<file path="config.mk">
export PLATFORM = sky130hd
export DESIGN_NAME = ipi_ctrl
export DESIGN_NICKNAME = d
export VERILOG_FILES = /design/src/rtl/ipi_pkg.sv /design/src/rtl/ipi_decode.sv /design/src/rtl/ipi_slot.sv /design/src/rtl/ipi_rd_mux.sv /design/src/rtl/ipi_ctrl.sv
export SDC_FILE = /design/constraint.sdc
export NUM_CORES = 1
export LEC_CHECK = 0
export ABC_AREA = 1
export BUFFER_PORTS_ARGS = -buffer_cell sky130_fd_sc_hd__buf_2
export CAP_MARGIN = 20
export CORE_MARGIN = 4
export CORE_UTILIZATION = 30
export DETAILED_ROUTE_END_ITERATION = 8
export PLACE_DENSITY = 0.47
export SYNTH_ARGS = -nofsm -noshare
export SYNTH_HDL_FRONTEND = slang
export SYNTH_SLANG_ARGS = --single-unit
</file>
<file path="constraint.sdc">
create_clock -name clk_i -period 1.65 [get_ports clk_i]
set_clock_uncertainty 0.2 [all_clocks]
set_input_delay 0.165 -clock clk_i [delete_from_list [all_inputs] [get_ports clk_i]]
set_output_delay 0.165 -clock clk_i [all_outputs]
set_load 0.02 [all_outputs]
</file>
<file path="src/rtl/ipi_pkg.sv">
package ipi_pkg;
  localparam int unsigned WORD_W  = 32;
  localparam int unsigned ID_W    = 14;
  localparam int unsigned PAY_W   = 16;
  localparam int unsigned CLR_BIT = 31;
  localparam int unsigned RING_BIT = 30;

  typedef struct packed {
    logic             clr;
    logic             ring;
    logic [ID_W-1:0]  dst;
    logic [PAY_W-1:0] payload;
  } cmd_t;

  typedef struct packed {
    logic             rsvd;
    logic             pend;
    logic [ID_W-1:0]  src;
    logic [PAY_W-1:0] payload;
  } mbox_t;
endpackage

</file>
<file path="src/rtl/ipi_decode.sv">
module ipi_decode
  import ipi_pkg::*;
#(
  parameter int unsigned N_CPU  = 4,
  parameter int unsigned ADDR_W = 8
) (
  input  logic              wr_i,
  input  logic [ADDR_W-1:0] addr_i,
  input  logic [WORD_W-1:0] wdata_i,
  output logic [N_CPU-1:0]  cmd_we_o,
  output logic [N_CPU-1:0]  ring_hit_o,
  output logic [N_CPU-1:0]  clr_hit_o,
  output logic [ID_W-1:0]   src_id_o
);
  localparam int unsigned IDX_W = ADDR_W - 3;

  logic [IDX_W-1:0] cpu_idx;
  logic             idx_ok;
  logic             cmd_wr;
  logic             dst_ok;
  cmd_t             cmd;
  logic             unused_addr;

  assign cpu_idx     = addr_i[ADDR_W-1:3];
  assign unused_addr = ^addr_i[1:0];
  assign cmd         = cmd_t'(wdata_i);
  assign idx_ok      = 32'(cpu_idx) < N_CPU;
  assign dst_ok      = 32'(cmd.dst) < N_CPU;
  assign cmd_wr      = wr_i && !addr_i[2] && idx_ok;
  assign src_id_o    = ID_W'(cpu_idx);

  for (genvar k = 0; k < N_CPU; k++) begin : g_dec
    assign cmd_we_o[k]   = cmd_wr && (cpu_idx == IDX_W'(k));
    assign clr_hit_o[k]  = cmd_wr && cmd.clr && (cpu_idx == IDX_W'(k));
    assign ring_hit_o[k] = cmd_wr && cmd.ring && dst_ok && (cmd.dst == ID_W'(k));
  end
endmodule

</file>
<file path="src/rtl/ipi_slot.sv">
module ipi_slot
  import ipi_pkg::*;
(
  input  logic              clk_i,
  input  logic              rst_ni,
  input  logic              cmd_we_i,
  input  logic              ring_hit_i,
  input  logic              clr_hit_i,
  input  logic [WORD_W-1:0] wdata_i,
  input  logic [ID_W-1:0]   src_id_i,
  output logic [WORD_W-1:0] cmd_o,
  output logic [WORD_W-1:0] mbox_o,
  output logic              irq_o
);
  logic [WORD_W-1:0] cmd_q;
  mbox_t             mbox_q;

  always_ff @(posedge clk_i or negedge rst_ni) begin
    if (!rst_ni) cmd_q <= '0;
    else if (cmd_we_i) cmd_q <= wdata_i;
  end

  // ring lands first; a clear in the same cycle overrides pending
  always_ff @(posedge clk_i or negedge rst_ni) begin
    if (!rst_ni) begin
      mbox_q <= '0;
    end else begin
      if (ring_hit_i) begin
        mbox_q.rsvd    <= 1'b0;
        mbox_q.pend    <= 1'b1;
        mbox_q.src     <= src_id_i;
        mbox_q.payload <= wdata_i[PAY_W-1:0];
      end
      if (clr_hit_i) mbox_q.pend <= 1'b0;
    end
  end

  assign cmd_o  = cmd_q;
  assign mbox_o = mbox_q;
  assign irq_o  = mbox_q.pend;
endmodule

</file>
<file path="src/rtl/ipi_rd_mux.sv">
module ipi_rd_mux
  import ipi_pkg::*;
#(
  parameter int unsigned N_CPU  = 4,
  parameter int unsigned ADDR_W = 8
) (
  input  logic              rd_i,
  input  logic [ADDR_W-1:0] addr_i,
  input  logic [WORD_W-1:0] cmd_i  [N_CPU],
  input  logic [WORD_W-1:0] mbox_i [N_CPU],
  output logic [WORD_W-1:0] rdata_o
);
  localparam int unsigned IDX_W = ADDR_W - 3;

  logic [IDX_W-1:0] cpu_idx;
  assign cpu_idx = addr_i[ADDR_W-1:3];

  always_comb begin
    rdata_o = '0;
    if (rd_i) begin
      for (int k = 0; k < N_CPU; k++) begin
        if (cpu_idx == IDX_W'(k)) rdata_o = addr_i[2] ? mbox_i[k] : cmd_i[k];
      end
    end
  end
endmodule

</file>
<file path="src/rtl/ipi_ctrl.sv">
module ipi_ctrl
  import ipi_pkg::*;
#(
  parameter int unsigned N_CPU  = 4,
  parameter int unsigned ADDR_W = 8
) (
  input  logic              clk_i,
  input  logic              rst_ni,
  input  logic              wr_i,
  input  logic              rd_i,
  input  logic [ADDR_W-1:0] addr_i,
  input  logic [31:0]       wdata_i,
  output logic [31:0]       rdata_o,
  output logic [N_CPU-1:0]  irq_o
);
  logic [N_CPU-1:0]  cmd_we, ring_hit, clr_hit;
  logic [ID_W-1:0]   src_id;
  logic [WORD_W-1:0] cmd_r  [N_CPU];
  logic [WORD_W-1:0] mbox_r [N_CPU];

  ipi_decode #(.N_CPU(N_CPU), .ADDR_W(ADDR_W)) i_decode (
    .wr_i      (wr_i),
    .addr_i    (addr_i),
    .wdata_i   (wdata_i),
    .cmd_we_o  (cmd_we),
    .ring_hit_o(ring_hit),
    .clr_hit_o (clr_hit),
    .src_id_o  (src_id)
  );

  for (genvar k = 0; k < N_CPU; k++) begin : g_slot
    ipi_slot i_slot (
      .clk_i     (clk_i),
      .rst_ni    (rst_ni),
      .cmd_we_i  (cmd_we[k]),
      .ring_hit_i(ring_hit[k]),
      .clr_hit_i (clr_hit[k]),
      .wdata_i   (wdata_i),
      .src_id_i  (src_id),
      .cmd_o     (cmd_r[k]),
      .mbox_o    (mbox_r[k]),
      .irq_o     (irq_o[k])
    );
  end

  ipi_rd_mux #(.N_CPU(N_CPU), .ADDR_W(ADDR_W)) i_rd_mux (
    .rd_i   (rd_i),
    .addr_i (addr_i),
    .cmd_i  (cmd_r),
    .mbox_i (mbox_r),
    .rdata_o(rdata_o)
  );
endmodule

</file>
==> results.md <==
- Leak: 7.14 nW
- Multi-input gate area: 4790 sq um
- Yosys top cell by area: dfrtp_1
- Min-Delay Endpoint: g_slot[3].i_slot.cmd_o[17]$_DFFE_PN0P_
- Sequential share of power: 44.6%
- Synth Cell Area: 10600 sq um
- Failing checks: hold timing, setup timing
- Post-synthesis sequential area ratio: between 50 and 60%
- Clock power share: 44.1%
- IO Pins: 80
- Synthesized area per cell: 7.83 sq um
- Largest net degree at the start of global routing: 50
- Hold path startpoint: wdata_i[17]
- Die width: 196 microns
- GRT Residual Overflow: 0
- H-Tree Depth: 1
- Detail Placement HPWL: 24.8 mm
- Number of synthesized flops with an enable pin: 0
- Setup crit start kind: register
- Fmax: around 500 MHz
- Fin crit share: 121%
- Worst EP arrival: 1630 ps
- Inserted Clock Buffers: 26
- Hold Fails Final Rpt: 3
- Post-synthesis cell count: 1359
- Vias: between 9k and 10k
- CP Class: register to output port
- Minimum clock period: around 2000 ps
- Clock Path Buffers: 3
- Hold Slack: -7.71 ps
- Port Buffers: 77
- Net Count, Synth: 1403
- RSZ-0062 raised after global routing: yes
- Switch Pwr: 3.28 mW
- Share of cells above drive strength 1: 25.0%
- Drt initial violations: 630
- Reg-to-Reg Start: g_slot[2].i_slot.cmd_o[27]$_DFFE_PN0P_
- Most frequent cells in the layout: 493 x nand2_1, 216 x dfrtp_1, 105 x buf_4
- Worst skew pair latency: 530 ps
- Min-Delay Path Class: primary input to register
- # diodes: 0
- Top cells by area, synth: dfrtp_1 51%, nand2_1 18%, o21ai_0 5.3%
- FF/Latch Area: 5410 sq um
- Worst Path Required: 1280 ps
- GP Congestion: between 0.7 and 0.8
- Length in cells of the worst reg-to-reg path: 3
- Core Rows: 68
- P per Cell Area: 886 nW/um^2
- Wire length of the first global-routing pass: 59.0 mm
- Peak supply drop: 0.000653 V
- Final setup vio count: 32
- Leading cell type in the layout, fill and taps excluded: nand2_1
- Number of detailed-route iterations in the first pass: 5
- Fillers: roughly 3.5k
- Setup TNS: -7130 ps
- Switching share of power: about a quarter
- Slew Viols, Final: 0
- WHS Path Cells: 4
- Maxcap violations: 0
- Critical-path maximum fanout: 2
- Number of synthesized register bits: approximately 220
- Final wirelength: 37.6 mm
- Area Growth Syn to Fin: 35.4%
- Die Y: 196 microns
- CTS tree: built
- Worst Tran Pin Value: 504 ps
- Pint: around 9.5 mW
- Final Util: 41.4%
- Area of the core: approximately 35000 sq um
- Top FF cell, synth: dfrtp_1
- GRT Util Overall: 19.3%
- Fraction of registers with async set/reset: between 90% and 100%
- Root Driver: clkbuf_16
- Worst R2R Setup Slack: 680 ps
- Drt via density: 4.88
- Gate power share: 11.3%
- Crit. End Element: output port
- YS warnings: 0
- Nets: about 1.6k
- Clk slew on worst S/H paths: around 60 ps
- CTS Sinks: 216
- Top-area cell type share of the netlist area: 50.8%
- Power consumption: 12.8 mW
- Drt wl/cell: 18.6 microns
- Die Footprint: ~39000 sq um
- Slew headroom: 66.4%
- DRC: 0
- Initial antenna violation count: 2
- Final WS setup: -342 ps
- Routed Antenna Nets: 0
- Status: complete, but fails checks
- RR Endpoint: g_slot[2].i_slot.cmd_o[27]$_DFFE_PN0P_
- Distinct cells, synth: 30
- Initial core utilization: a little under a third
- Vias in the first global route: around 10k
layout make-up:
class                   count  share of cell area, %
flip-flops and latches    216                   37.5
multi-input cells         982                   33.2
repair buffers            256                   17.7
clock buffers              42                   5.64
well taps                 455                   3.95
inverters                  66                   1.79
clock inverters             4                  0.156
kinds of logic after synthesis:
kind of cell / Yosys count / share of synthesized area, %
compound gates: 230 / 11.2
buf+inv: 161 / 7.04
flops: 216 / 50.8
simple gates: 752 / 31.0
metrics by stage:
stage,cells,worst slack [ps],instance area [sq um]
6_report,2021,-342,14400
5_1_grt,2021,-412,14400
4_1_cts,2008,-410,14100
3_5_place_dp,1922,-243,12600
3_3_place_gp,1922,-252,12600
2_1_floorplan,1359,5.88,10700
sequential cells by signal (all words and copies together), names as in the netlist:
register and cells:
g_slot.i_slot.cmd_o 128, g_slot.i_slot.irq_o 4, g_slot.i_slot.mbox_o 84
worst max-delay path: stages (launching register included):
cell     delay, ps
dfrtp_1        380
or2_4          220
o21ai_1         70
a21oi_1         80
nor2_1         180
nor2_2          50
buf_6          130
power by group through the flow:
stage	combinational (mW)	sequential, mW	clock (mW)
floorplan	0.612	5.74	0
global placement	1.26	5.78	0
detailed placement	1.27	5.78	0
CTS	1.41	5.69	5.76
global route	1.60	5.73	5.96
finish	1.44	5.70	5.63
synth_stat cells (all sizes together) (18+ instances only):
cell    instances
nand2         503
inv            65
nor2           94
or2            18
clkbuf         40
a21oi          34
nand3b         20
o21ai         195
nand3          52
nand4          63
buf            55
dfrtp         216
worst max-delay path by stage:
stage	slack, ps	cells after the start	end	start
3_3_place_gp	-250	8	rdata_o[19]	addr_i[2]
5_1_grt	-410	6	rdata_o[15]	g_slot[2].i_slot.cmd_o[15]$_DFFE_PN0P_
4_1_cts	-410	6	rdata_o[15]	g_slot[2].i_slot.cmd_o[15]$_DFFE_PN0P_
2_1_floorplan	6	9	rdata_o[0]	addr_i[3]
3_5_place_dp	-240	10	rdata_o[2]	addr_i[7]
6_report	-340	6	rdata_o[15]	g_slot[2].i_slot.cmd_o[15]$_DFFE_PN0P_
per-layer routing:
layer	global-route usage, %	vias up	wire length [microns]
met2	33.3	247	18100
met1	26.4	4758	17100
met3	2.49	50	1770
li1	-	4799	-
met4	3.28	4	680
met5	0	-	22
timing repair:
action | CTS | global route
gates resized for setup | 123 | 50
hold buffers | 38 | 1
pin swaps | 59 | 58
gates cloned | 0 | 1
buffers inserted | 2 | 14
endpoints found under the hold margin | 422 | 4
endpoints found under the setup margin | 32 | 57
(Power assumes the default switching activity.)
